**config.mk**
```make
export PLATFORM = sky130hd
export DESIGN_NAME = tmr_capture_unit
export DESIGN_NICKNAME = d
export VERILOG_FILES = /design/src/rtl/capt_pkg.sv /design/src/rtl/capt_ctrl.sv /design/src/rtl/capt_datapath.sv /design/src/rtl/tmr_capture_unit.sv
export SDC_FILE = /design/constraint.sdc
export NUM_CORES = 1
export LEC_CHECK = 0
export ABC_AREA = 1
export BUFFER_PORTS_ARGS = -buffer_cell sky130_fd_sc_hd__buf_2
export CAP_MARGIN = 5
export CORE_ASPECT_RATIO = 1.4
export CORE_MARGIN = 2
export CORE_UTILIZATION = 45
export DETAILED_ROUTE_END_ITERATION = 8
export PLACE_DENSITY_LB_ADDON = 0.1
export SYNTH_ARGS = -nofsm -noshare
export SYNTH_HDL_FRONTEND = slang
export SYNTH_HIERARCHICAL = 1
export SYNTH_SLANG_ARGS = --single-unit
```
**constraint.sdc**
```tcl
create_clock -name clk -period 1.5 [get_ports clk]
set_clock_uncertainty 0.05 [all_clocks]
set_input_delay 0.3 -clock clk [delete_from_list [all_inputs] [get_ports clk]]
set_output_delay 0.3 -clock clk [all_outputs]
set_load 0.02 [all_outputs]
```
**src/rtl/capt_pkg.sv**
```systemverilog
package capt_pkg;

  typedef enum logic [3:0] {
    MODE_OFF  = 4'b0000,
    MODE_FALL = 4'b0100,
    MODE_RISE = 4'b0101,
    MODE_DIV4 = 4'b0110,
    MODE_DIV16 = 4'b0111
  } captMode_e;

  typedef struct packed {
    logic capture;
    logic flagClr;
    logic irqEn;
  } captStrobes_t;

  localparam logic [1:0] ADDR_CTRL   = 2'd0;
  localparam logic [1:0] ADDR_STATUS = 2'd1;
  localparam int unsigned ADDR_CAP_BASE = 2;

endpackage

```
**src/rtl/capt_ctrl.sv**
```systemverilog
module capt_ctrl
  import capt_pkg::*;
#(
  parameter int unsigned SYNC_STAGES = 2,
  parameter int unsigned PS_W = 4,
  parameter int unsigned ADDR_W = 2
) (
  input  logic              clk,
  input  logic              rstN,
  input  logic              pinIn,
  input  logic              regWe,
  input  logic [ADDR_W-1:0] regAddr,
  input  logic [4:0]        ctrlWr,
  output captStrobes_t      strb,
  output logic [3:0]        modeQ
);

  localparam logic [PS_W-1:0] LIM_DIV4  = PS_W'(3);
  localparam logic [PS_W-1:0] LIM_DIV16 = PS_W'(15);

  logic [SYNC_STAGES-1:0] syncQ;
  logic prevQ;
  logic ieQ;
  logic [PS_W-1:0] cntQ;
  logic [PS_W-1:0] cntD;
  logic synced, rise, fall, capMode, capHit;
  logic [PS_W-1:0] limit;

  // pin synchronizer chain
  always_ff @(posedge clk or negedge rstN) begin
    if (!rstN) begin
      syncQ <= '0;
      prevQ <= 1'b0;
    end else begin
      syncQ <= {syncQ[SYNC_STAGES-2:0], pinIn};
      prevQ <= syncQ[SYNC_STAGES-1];
    end
  end

  assign synced = syncQ[SYNC_STAGES-1];
  assign rise = synced & ~prevQ;
  assign fall = ~synced & prevQ;
  assign capMode = (modeQ[3:2] == 2'b01);
  assign limit = (modeQ == MODE_DIV4) ? LIM_DIV4 : LIM_DIV16;

  always_comb begin
    capHit = 1'b0;
    cntD = cntQ;
    if (!capMode) begin
      cntD = '0;
    end else begin
      unique case (modeQ)
        MODE_FALL: capHit = fall;
        MODE_RISE: capHit = rise;
        default: begin
          if (rise) begin
            if (cntQ >= limit) begin
              capHit = 1'b1;
              cntD = '0;
            end else begin
              cntD = cntQ + PS_W'(1);
            end
          end
        end
      endcase
    end
  end

  always_ff @(posedge clk or negedge rstN) begin
    if (!rstN) begin
      modeQ <= MODE_OFF;
      ieQ <= 1'b0;
      cntQ <= '0;
    end else begin
      cntQ <= cntD;
      if (regWe && regAddr == ADDR_CTRL) begin
        modeQ <= ctrlWr[3:0];
        ieQ <= ctrlWr[4];
      end
    end
  end

  assign strb.capture = capHit;
  assign strb.flagClr = regWe && (regAddr == ADDR_STATUS) && ctrlWr[0];
  assign strb.irqEn = ieQ;

  a_r7_cnt_cleared: assert property (@(posedge clk) disable iff (!rstN)
    !capMode |=> cntQ == '0);
  a_r7_no_capture_off: assert property (@(posedge clk) disable iff (!rstN)
    !capMode |-> !strb.capture);
  a_r4_cnt_wraps: assert property (@(posedge clk) disable iff (!rstN)
    strb.capture && modeQ[1] |=> cntQ == '0);

endmodule

```
**src/rtl/capt_datapath.sv**
```systemverilog
module capt_datapath
  import capt_pkg::*;
#(
  parameter int unsigned TIMER_W = 16,
  parameter int unsigned DATA_W = 8,
  parameter int unsigned ADDR_W = 2
) (
  input  logic               clk,
  input  logic               rstN,
  input  captStrobes_t       strb,
  input  logic [3:0]         modeQ,
  input  logic [TIMER_W-1:0] timerVal,
  input  logic [ADDR_W-1:0]  regAddr,
  output logic [DATA_W-1:0]  regRdData,
  output logic               irq
);

  localparam int unsigned BYTES = TIMER_W / DATA_W;

  logic [TIMER_W-1:0] capQ;
  logic flagQ;
  logic [DATA_W-1:0] capBytes [BYTES];

  always_ff @(posedge clk or negedge rstN) begin
    if (!rstN) begin
      capQ <= '0;
      flagQ <= 1'b0;
    end else begin
      if (strb.capture) capQ <= timerVal;
      if (strb.capture) flagQ <= 1'b1;
      else if (strb.flagClr) flagQ <= 1'b0;
    end
  end

  generate
    for (genvar b = 0; b < BYTES; b++) begin : g_bytes
      assign capBytes[b] = capQ[b*DATA_W +: DATA_W];
    end
  endgenerate

  always_comb begin
    regRdData = '0;
    if (regAddr == ADDR_CTRL) begin
      regRdData[3:0] = modeQ;
      regRdData[4] = strb.irqEn;
    end else if (regAddr == ADDR_STATUS) begin
      regRdData[0] = flagQ;
    end else begin
      for (int b = 0; b < BYTES; b++) begin
        if (int'(regAddr) == ADDR_CAP_BASE + b) regRdData = capBytes[b];
      end
    end
  end

  assign irq = flagQ & strb.irqEn;

  a_r8_flag_set: assert property (@(posedge clk) disable iff (!rstN)
    strb.capture |=> flagQ);
  a_r8_flag_sticky: assert property (@(posedge clk) disable iff (!rstN)
    flagQ && !strb.flagClr |=> flagQ);
  a_r9_value_loaded: assert property (@(posedge clk) disable iff (!rstN)
    strb.capture |=> capQ == $past(timerVal));
  a_r9_value_held: assert property (@(posedge clk) disable iff (!rstN)
    !strb.capture |=> $stable(capQ));

endmodule

```
**src/rtl/tmr_capture_unit.sv**
```systemverilog
module tmr_capture_unit
  import capt_pkg::*;
#(
  parameter int unsigned TIMER_W = 16,
  parameter int unsigned DATA_W = 8,
  parameter int unsigned ADDR_W = 2,
  parameter int unsigned SYNC_STAGES = 2,
  parameter int unsigned PS_W = 4
) (
  input  logic               clk,
  input  logic               rstN,
  input  logic               pinIn,
  input  logic [TIMER_W-1:0] timerVal,
  input  logic [ADDR_W-1:0]  regAddr,
  input  logic               regWe,
  input  logic [DATA_W-1:0]  regWrData,
  output logic [DATA_W-1:0]  regRdData,
  output logic               irq
);

  captStrobes_t strb;
  logic [3:0] modeQ;
  logic unusedWrBits;

  assign unusedWrBits = ^regWrData[DATA_W-1:5];

  capt_ctrl #(
    .SYNC_STAGES(SYNC_STAGES),
    .PS_W(PS_W),
    .ADDR_W(ADDR_W)
  ) uCtrl (
    .clk(clk),
    .rstN(rstN),
    .pinIn(pinIn),
    .regWe(regWe),
    .regAddr(regAddr),
    .ctrlWr(regWrData[4:0]),
    .strb(strb),
    .modeQ(modeQ)
  );

  capt_datapath #(
    .TIMER_W(TIMER_W),
    .DATA_W(DATA_W),
    .ADDR_W(ADDR_W)
  ) uDp (
    .clk(clk),
    .rstN(rstN),
    .strb(strb),
    .modeQ(modeQ),
    .timerVal(timerVal),
    .regAddr(regAddr),
    .regRdData(regRdData),
    .irq(irq)
  );

  a_r10_irq_needs_enable: assert property (@(posedge clk) disable iff (!rstN)
    irq |-> strb.irqEn);

endmodule

```
# Word level (Yosys, flattened, before mapping)
# Index checks and enable logic that the tools add are counted.
totals:
  register_bits: 29
  wordCells: 47
op_classes:
  eq_ne: 9
  order_cmp: 1
  bitwise: 5
  addsub: 1
  n_mux: 17
  n_reduce_logical: 7
ops:
  columns: ["op", "count"]
  rows:
  - ["4-bit 2-to-1 mux", 5]
  - ["8-bit 2-to-1 mux", 2]
  - ["4-bit by 3-bit == test with 1-bit output, second input constant", 3]
  - ["7-bit 2-to-1 mux", 1]
  - ["1-bit 2-to-1 mux", 6]
  - ["5-bit 2-to-1 mux", 1]
  - ["4-bit by 1-bit adder with 4-bit output, second input constant", 1]
  - ["2-bit by 1-bit == test with 1-bit output, second input constant", 2]
  - ["2-bit == test, second input constant", 2]
  - ["4-bit >= comparator", 1]
  - ["1-bit bitwise AND", 3]
  - ["1-bit logical AND", 3]
  - ["3-bit 2-to-1 mux", 1]
  - ["2-bit logical NOT", 1]
  - ["2-bit by 1-bit inequality test with 1-bit output, second input constant", 1]
  - ["2-bit inequality test, second input constant", 1]
  - ["1-bit inverter", 2]
  - ["1-bit one-hot mux with 2 select lines", 1]
  - ["2-bit AND reduction", 1]
  - ["2-bit nonzero test", 1]
  - ["2-bit OR reduction", 1]

# Depth between registers and ports, before layout
# Gate-level depths: netlist (run 1).
depth:
  ltp_word: 8
  depth_mapped: 12
  ltp_nobuf: 10

# Modules after synthesis
# Netlist (run 1), hierarchy kept.
by_module_without_submodules:
  columns: ["mod", "seq_area_each_um2", "n_inst", "area_per_inst_um2", "cells_per_inst"]
  rows:
  - ["capt_datapath", 425.4, 1, 793.3, 99]
  - ["capt_ctrl", 300.3, 1, 605.6, 69]

# Worst setup path after synthesis (run 1)
# Ideal clock, no wire load.
synth_path:
  path_kind: "flip-flop to flip-flop"
  from: "register uCtrl.cntQ[0]"
  to: "register uDp.capQ[12]"
  setup_slack_ps: -132
  stages_incl_launch_ff: 13
  arrival_time_ps: 1456
  n_path_buf: 3
  synth_period_minus_slack_ps: 1632
  setup_ps: 126
  cell_sequence: "dfrtp_1 -> ha_1 -> nand2_1 -> inv_1 -> nand2_1 -> nand2_1 -> nand3_1 -> a21oi_1 -> buf_4 -> buf_2 -> buf_4 -> nand2_1 -> o21ai_0"
synth_between:
  elab_chain_len: 5
synth_rtl:
  columns: ["element", "line_no", "source"]
  rows:
  - ["from (decl)", "capt_ctrl.sv:24", "logic [PS_W-1:0] cntQ;"]
  - ["from (signal assigned)", "capt_ctrl.sv:75", "cntQ <= cntD;"]
  - ["4-bit >= comparator", "capt_ctrl.sv:57", "if (cntQ >= limit) begin"]
  - ["1-bit 2-to-1 mux", "capt_ctrl.sv:57", null]
  - ["1-bit 2-to-1 mux", "capt_ctrl.sv:56", "if (rise) begin"]
  - ["1-bit one-hot mux with 2 select lines", "capt_ctrl.sv:52", "unique case (modeQ)"]
  - ["1-bit 2-to-1 mux", "capt_ctrl.sv:49", "if (!capMode) begin"]
  - ["net uCtrl.capHit", "capt_ctrl.sv:26", "logic synced, rise, fall, capMode, capHit;"]
  - ["to (signal assigned)", "capt_datapath.sv:29", "if (strb.capture) capQ <= timerVal;"]
  - ["to (decl)", "capt_datapath.sv:20", "logic [TIMER_W-1:0] capQ;"]
# The timed path passes the listed nets, and every way through them passes these cells.
# A chain may end at the register's enable or synchronous reset.

==> impl_metrics.tcl, run 1 <==
set metrics [dict create \
    status "finished with violations" \
    violations "negative setup slack" \
    setup_violations 17 \
    grt_first_pass_wirelength_um 5658 \
    worst_ep_required_time_ns 1.61 \
    root_buffer "clkbuf_8" \
    fin_util 0.6569 \
    sw_frac_of_total 0.3321 \
    port_buffers 35 \
    die_y_um 69.97 \
    seq_power_share 0.435 \
    postPlaceCellArea_um2 1655 \
    grt_usage 0.2091 \
    relSlewSlack 0.5678 \
    postCtsHoldBufs 0 \
    grt_max_degree 30 \
    cts_sinks 29 \
    arrival_ns 1.77 \
    ys_types 23 \
    powerDensity_nw_per_um2 1384 \
    grt-ovfl-total 0 \
    hpwl_um 2328 \
    fmax_mhz 599.8 \
    viasPerCell 4.925 \
    fp.dieArea_um2 3577 \
    syn_nets 199 \
    initial_utilization 0.4813 \
    drv_cap 0 \
    routabilityCongestion 0.7621 \
    total_power_mw 2.643 \
    cts.reportedPaths.clkPinSlew_ns 0.06 \
    synthToLayoutAreaGrowth_pct 36.49 \
    h-tree-depth 2 \
    postSynthAreaPerCell_um2 8.326 \
    finalHoldViolations 0 \
    layout.nets 248 \
    die_width_um 51.12 \
    coreArea_um2 2907 \
    cts_tree "done" \
    synth-seq-cells 29 \
    synthesis.area_um2 1399 \
    antenna_found_initial 0 \
    p_sw_mw 0.8776 \
    path_max_fanout 7 \
    vdd_drop_max_v 0.0009962 \
    clkLatencyLatePin_ns 0.27 \
    num_vias 1251 \
    yosys_warnings 6 \
    p_comb_frac 0.329 \
    drc 0 \
    rsz0062_at_grt "true" \
    first_global_vias 1293 \
    cts_inserted_buffers 5 \
    final_cell_mix "nand2_1 (35), buf_2 (33), dfrtp_1 (29)" \
    power_frac_clock 0.236 \
    fin_area_um2 1909 \
    p_int_mw 1.765 \
    holdWs_ns 0.001362 \
    worst_pin_slew_ns 0.6483 \
    wl_per_cell_um 12.97 \
    drive_gt1_frac 0.4516 \
    drv_slew 0 \
    p_leak_nw 0.9901 \
    start_kind "register" \
    final_common_cell "nand2_1" \
    drt_iter0_drc 16 \
    drt-total-wl_um 3294 \
    syn_inst 168 \
    io_pins 39 \
    hold_class "input pin to async pin" \
    critPathKind "register to register" \
    num_rows 23 \
    antenna_left 0 \
    clockBufferDepth 2 \
    setup.worst_path.end_class "register" \
    fin_ws_ns -0.1671 \
    antennaDiodeCount 0 \
    post-route-period-util 1.111 \
    drt_pass1_iterations 4 \
    period_needed_ns 1.667 \
    yosysSeqAreaShare 0.5188 \
]
[path summary, 6_finish.rpt]
kind	start	end	slack (ns)	cells past startpoint
min in group clk	pinIn	uCtrl/syncQ[0]$_DFF_PN0_	0.08	1
min reg2reg	uCtrl/syncQ[0]$_DFF_PN0_	uCtrl/syncQ[1]$_DFF_PN0_	0.31	0
min	rstN	uDp/capQ[7]$_DFFE_PN0P_	0.001	1
max reg2reg	uCtrl/cntQ[0]$_DFFE_PN0P_	uDp/capQ[10]$_DFFE_PN0P_	-0.17	9
max	uCtrl/cntQ[0]$_DFFE_PN0P_	uDp/capQ[10]$_DFFE_PN0P_	-0.17	9
max in group asynchronous	rstN	uCtrl/ieQ$_DFFE_PN0P_	0.98	1
[cells by family (layout without fill, tap and decap cells)]
kind of cell	after synthesis	count (layout)	synth area share
AOI/OAI and AO/OA	25	25	0.1047
xor gates and xnor gates	1	1	0.006262
adders and majority gates	1	1	0.008943
buffers and inverters	27	76	0.08676
DFF	29	29	0.5188
muxes	2	2	0.02147
and+or+nand+nor	83	83	0.2531
[Yosys cell counts]
| cell | n | area, um2 |
|---|---|---|
| nand3_1 | 7 | 35.03 |
| nor2b_2 | 1 | 8.760 |
| dfrtp_1 | 29 | 725.7 |
| buf_2 | 1 | 5.000 |
| o22ai_1 | 3 | 18.77 |
| nand4_1 | 2 | 12.51 |
| inv_2 | 1 | 3.750 |
| nor2_4 | 1 | 11.26 |
| nor2_1 | 10 | 37.54 |
| o21ai_0 | 13 | 65.06 |
| nand2_2 | 3 | 18.77 |
| xor2_1 | 1 | 8.760 |
| nor2_2 | 2 | 12.51 |
| buf_4 | 3 | 22.52 |
| nand3b_1 | 1 | 7.510 |
| buf_6 | 1 | 11.26 |
| mux2_4 | 2 | 30.03 |
| nand2_1 | 56 | 210.2 |
| a21oi_1 | 3 | 15.01 |
| o211ai_1 | 4 | 30.03 |
| ha_1 | 1 | 12.51 |
| inv_1 | 21 | 78.83 |
| o21ai_2 | 2 | 17.52 |
[timing repair]
action                                 CTS  global route
pin swaps                                4            12
buffers inserted                         1             0
cloned                                   2             0
endpoints found under the hold margin    0             0
setup endpoints to repair               17            21
resized for setup                       18            35
[metal layers]
| metal | GRT usage | part of all wire |
|---|---|---|
| met1 | 0.2298 | 0.38 |
| met5 | 0 | 0 |
| met3 | 0.05983 | 0.039 |
| met4 | 0.07207 | 0.015 |
| met2 | 0.3723 | 0.57 |
[registers in the layout, indices dropped and copies added, names as in the netlist]
register,flops
uCtrl/modeQ,4
uCtrl/cntQ,4
uDp/capQ,16
uCtrl/ieQ,1
uCtrl/syncQ,2
uCtrl/prevQ,1
uDp/flagQ,1
[power groups by stage]
stage / Sequential [mW] / Clock [mW] / Combinational [mW]
2_1_floorplan: 1.13 / 0 / 0.493
6_report: 1.15 / 0.624 / 0.870
5_1_grt: 1.17 / 0.687 / 0.975
3_3_place_gp: 1.14 / 0 / 0.694
4_1_cts: 1.14 / 0.656 / 0.774
3_5_place_dp: 1.16 / 0 / 0.718
[through the flow]
stage / setup WS (ns) / std cells / TNS (ns)
after floorplan: -0.03668 / 168 / -0.4441
after global placement: -0.06784 / 244 / -0.5357
after detailed placement: -0.2086 / 244 / -2.506
after CTS: -0.1329 / 254 / -1.831
after global routing: -0.2679 / 254 / -3.952
final: -0.1671 / 254 / -2.311
[area by class of cell]
| class | instances | area [um2] |
|---|---|---|
| Clock buffer | 7 | 86.33 |
| Multi-Input combinational cell | 112 | 669.4 |
| Fill cell | 265 | 997.2 |
| Timing Repair Buffer | 47 | 296.5 |
| Tap cell | 37 | 46.29 |
| Sequential cell | 29 | 725.7 |
| Inverter | 22 | 85.08 |
[worst max-delay path, cell delays in order (launching register included)]
cell	delay (ns)
dfrtp_1	0.40
ha_4	0.16
nand2_2	0.05
inv_2	0.06
nand2_2	0.06
nand2_2	0.09
nand3_2	0.09
a21oi_4	0.32
buf_6	0.19
o21ai_1	0.08
Power figures use the tool's default switching activity.
==> run 2, diff against run 1 <==
CAP_MARGIN = 20   (was 5)
MAX_ROUTING_LAYER = met4   (was unset)
==> run 2 against run 1 <==
  * The run ends with negative hold slack, negative setup slack left
  * Clock-buffer cell count unchanged
  * Design area unchanged
  * Fmax down 0.34%
  * Worst setup slack worse by 0.0057 ns
  * Combinational power about the same
  * Hold slack worse by 0.0066 ns
  * Critical path depth up 1
  * Sequential power about the same
  * Wire length about the same
  * Cell count unchanged
  * Register-to-register slack about the same
  * Critical path type unchanged
  * Largest power group unchanged
==> impl_metrics.tcl, run 2 (same netlist as run 1, synthesis figures left out) <==
set metrics [dict create \
    largest-register "uDp/capQ" \
    largest_reg_flops 16 \
    routabilityCongestion 0.7721 \
    port_buffers 35 \
    die_width_um 51.12 \
    wl_per_cell_um 12.96 \
    vdd_drop_max_v 0.0009957 \
    reg_top3 "uDp/capQ: 16 flops, uCtrl/cntQ: 4 flops, uCtrl/modeQ: 4 flops" \
    dp_slack_ns -0.2086 \
    drv_cap 0 \
    cts.reportedPaths.clkPinSlew_ns 0.06 \
    drc 0 \
    arrival_ns 1.82 \
    multi_input_area_um2 669.4 \
    wl_met3_um 117 \
    path_delay_family "flip-flops" \
    p_leak_nw 0.9901 \
    holdWs_ns -0.005275 \
    io_pins 39 \
    die_y_um 69.97 \
    path_max_fanout 7 \
    seq_area_um2 725.7 \
    worstReg2RegEnd "uDp/capQ[9]$_DFFE_PN0P_" \
    setup.worst_path.end_class "register" \
    r2r_setup_slack_ns -0.17 \
    num_rows 23 \
    first_global_vias 1295 \
    setup_violations 17 \
    dp.cells 244 \
    cts_sinks 29 \
    layout.cells.non_filler 254 \
    root_buffer "clkbuf_8" \
    rsz0062_at_grt "true" \
    post-route-period-util 1.115 \
    grt_usage 0.2152 \
    grt-ovfl-total 0 \
    total_power_mw 2.644 \
    antenna_found_initial 0 \
    drive_gt1_frac 0.4516 \
    slowest_delay_ns 0.40 \
    fin_area_um2 1909 \
    antenna_left 0 \
    start_kind "register" \
    drt-total-wl_um 3291 \
    fp.dieArea_um2 3577 \
    period_needed_ns 1.673 \
    drt_pass1_iterations 4 \
    critPathBufInv 2 \
    hpwl_um 2328 \
    postCtsHoldBufs 0 \
    worst_pin_slew_ns 0.6341 \
    clockBufferDepth 2 \
    drv_slew 0 \
    wl_met1_um 1264 \
    status "finished with violations" \
    worst_ep_required_time_ns 1.64 \
    critPathKind "register to register" \
    cts_tree "done" \
    fmax_mhz 597.8 \
    fin_ws_ns -0.1728 \
    postPlaceCellArea_um2 1655 \
    drt_iter0_drc 25 \
    crit_path_top_delay_cell "dfrtp_1" \
    reg2reg_depth 10 \
    grt_first_pass_wirelength_um 5664 \
    h-tree-depth 2 \
    fin_util 0.6569 \
    cts_inserted_buffers 5 \
    cp_common_cell "nand2_2" \
    final_common_cell "nand2_1" \
    final_cell_mix "nand2_1 (35), buf_2 (33), dfrtp_1 (29)" \
    top_layer_used "met4" \
    r2r-start "uCtrl/cntQ[0]$_DFFE_PN0P_" \
    powerDensity_nw_per_um2 1385 \
    clkLatencyLatePin_ns 0.27 \
    initial_utilization 0.4813 \
    crit_path_cell_trace "ha_4 > nand2_2 > inv_2 > nand2_2 > nand2_2 > nand3_2 > a21oi_4 > buf_6 > nand2_2 > o21ai_1" \
    grt_max_degree 30 \
    coreArea_um2 2907 \
    synthToLayoutAreaGrowth_pct 36.49 \
    layout.nets 248 \
    relSlewSlack 0.5772 \
    num_vias 1261 \
    wl_met2_um 1859 \
    hold_class "input pin to async pin" \
    viasPerCell 4.965 \
    nFillCells 265 \
    antennaDiodeCount 0 \
    violations "negative hold slack, negative setup slack" \
    finalHoldViolations 3 \
]
run 2: where the power goes:
group	switching, mW	internal (mW)	total, mW
logic	0.503	0.370	0.873
registers	0.115	1.03	1.15
clock network	0.260	0.363	0.623
run 2: per-stage QoR:
stage / hold slack [ns] / TNS, ns
2_1_floorplan: -0.04559 / -0.4441
3_3_place_gp: 0.2892 / -0.5357
3_5_place_dp: 0.2897 / -2.506
4_1_cts: 0.01511 / -1.831
5_1_grt: 0.03860 / -3.952
6_report: -0.005275 / -2.287
run 2: area by class of cell:
| cell class | count | share of cell area |
|---|---|---|
| Multi-Input combinational cell | 112 | 0.3506 |
| Tap cell | 37 | 0.02425 |
| Timing Repair Buffer | 47 | 0.1553 |
| Sequential cell | 29 | 0.3801 |
| Inverter | 22 | 0.04456 |
| Clock buffer | 7 | 0.04522 |
run 2: repair_timing:
| action | in CTS | in global routing |
|---|---|---|
| setup buffers | 1 | 0 |
| pin swaps | 4 | 12 |
| gates cloned | 2 | 0 |
| resized for setup | 18 | 35 |
| endpoints found under the setup margin | 17 | 21 |
run 2: metal layers:
metal,GRT usage,vias up
met5,-,-
li1,-,629
met2,0.3723,25
met1,0.2326,601
met4,0.07207,0
met3,0.05769,6
run 2: worst max-delay path by stage:
stage	from	endpoint	slack (ns)	cells after the start
CTS	uCtrl/cntQ[0]$_DFFE_PN0P_	uDp/capQ[6]$_DFFE_PN0P_	-0.13	10
floorplan	uCtrl/cntQ[0]$_DFFE_PN0P_	uDp/capQ[10]$_DFFE_PN0P_	-0.04	12
finish	uCtrl/cntQ[0]$_DFFE_PN0P_	uDp/capQ[9]$_DFFE_PN0P_	-0.17	10
detailed placement	uCtrl/cntQ[0]$_DFFE_PN0P_	uDp/capQ[6]$_DFFE_PN0P_	-0.21	9
global route	uCtrl/cntQ[0]$_DFFE_PN0P_	uDp/capQ[10]$_DFFE_PN0P_	-0.27	10
global placement	uCtrl/cntQ[0]$_DFFE_PN0P_	uDp/capQ[5]$_DFFE_PN0P_	-0.07	9
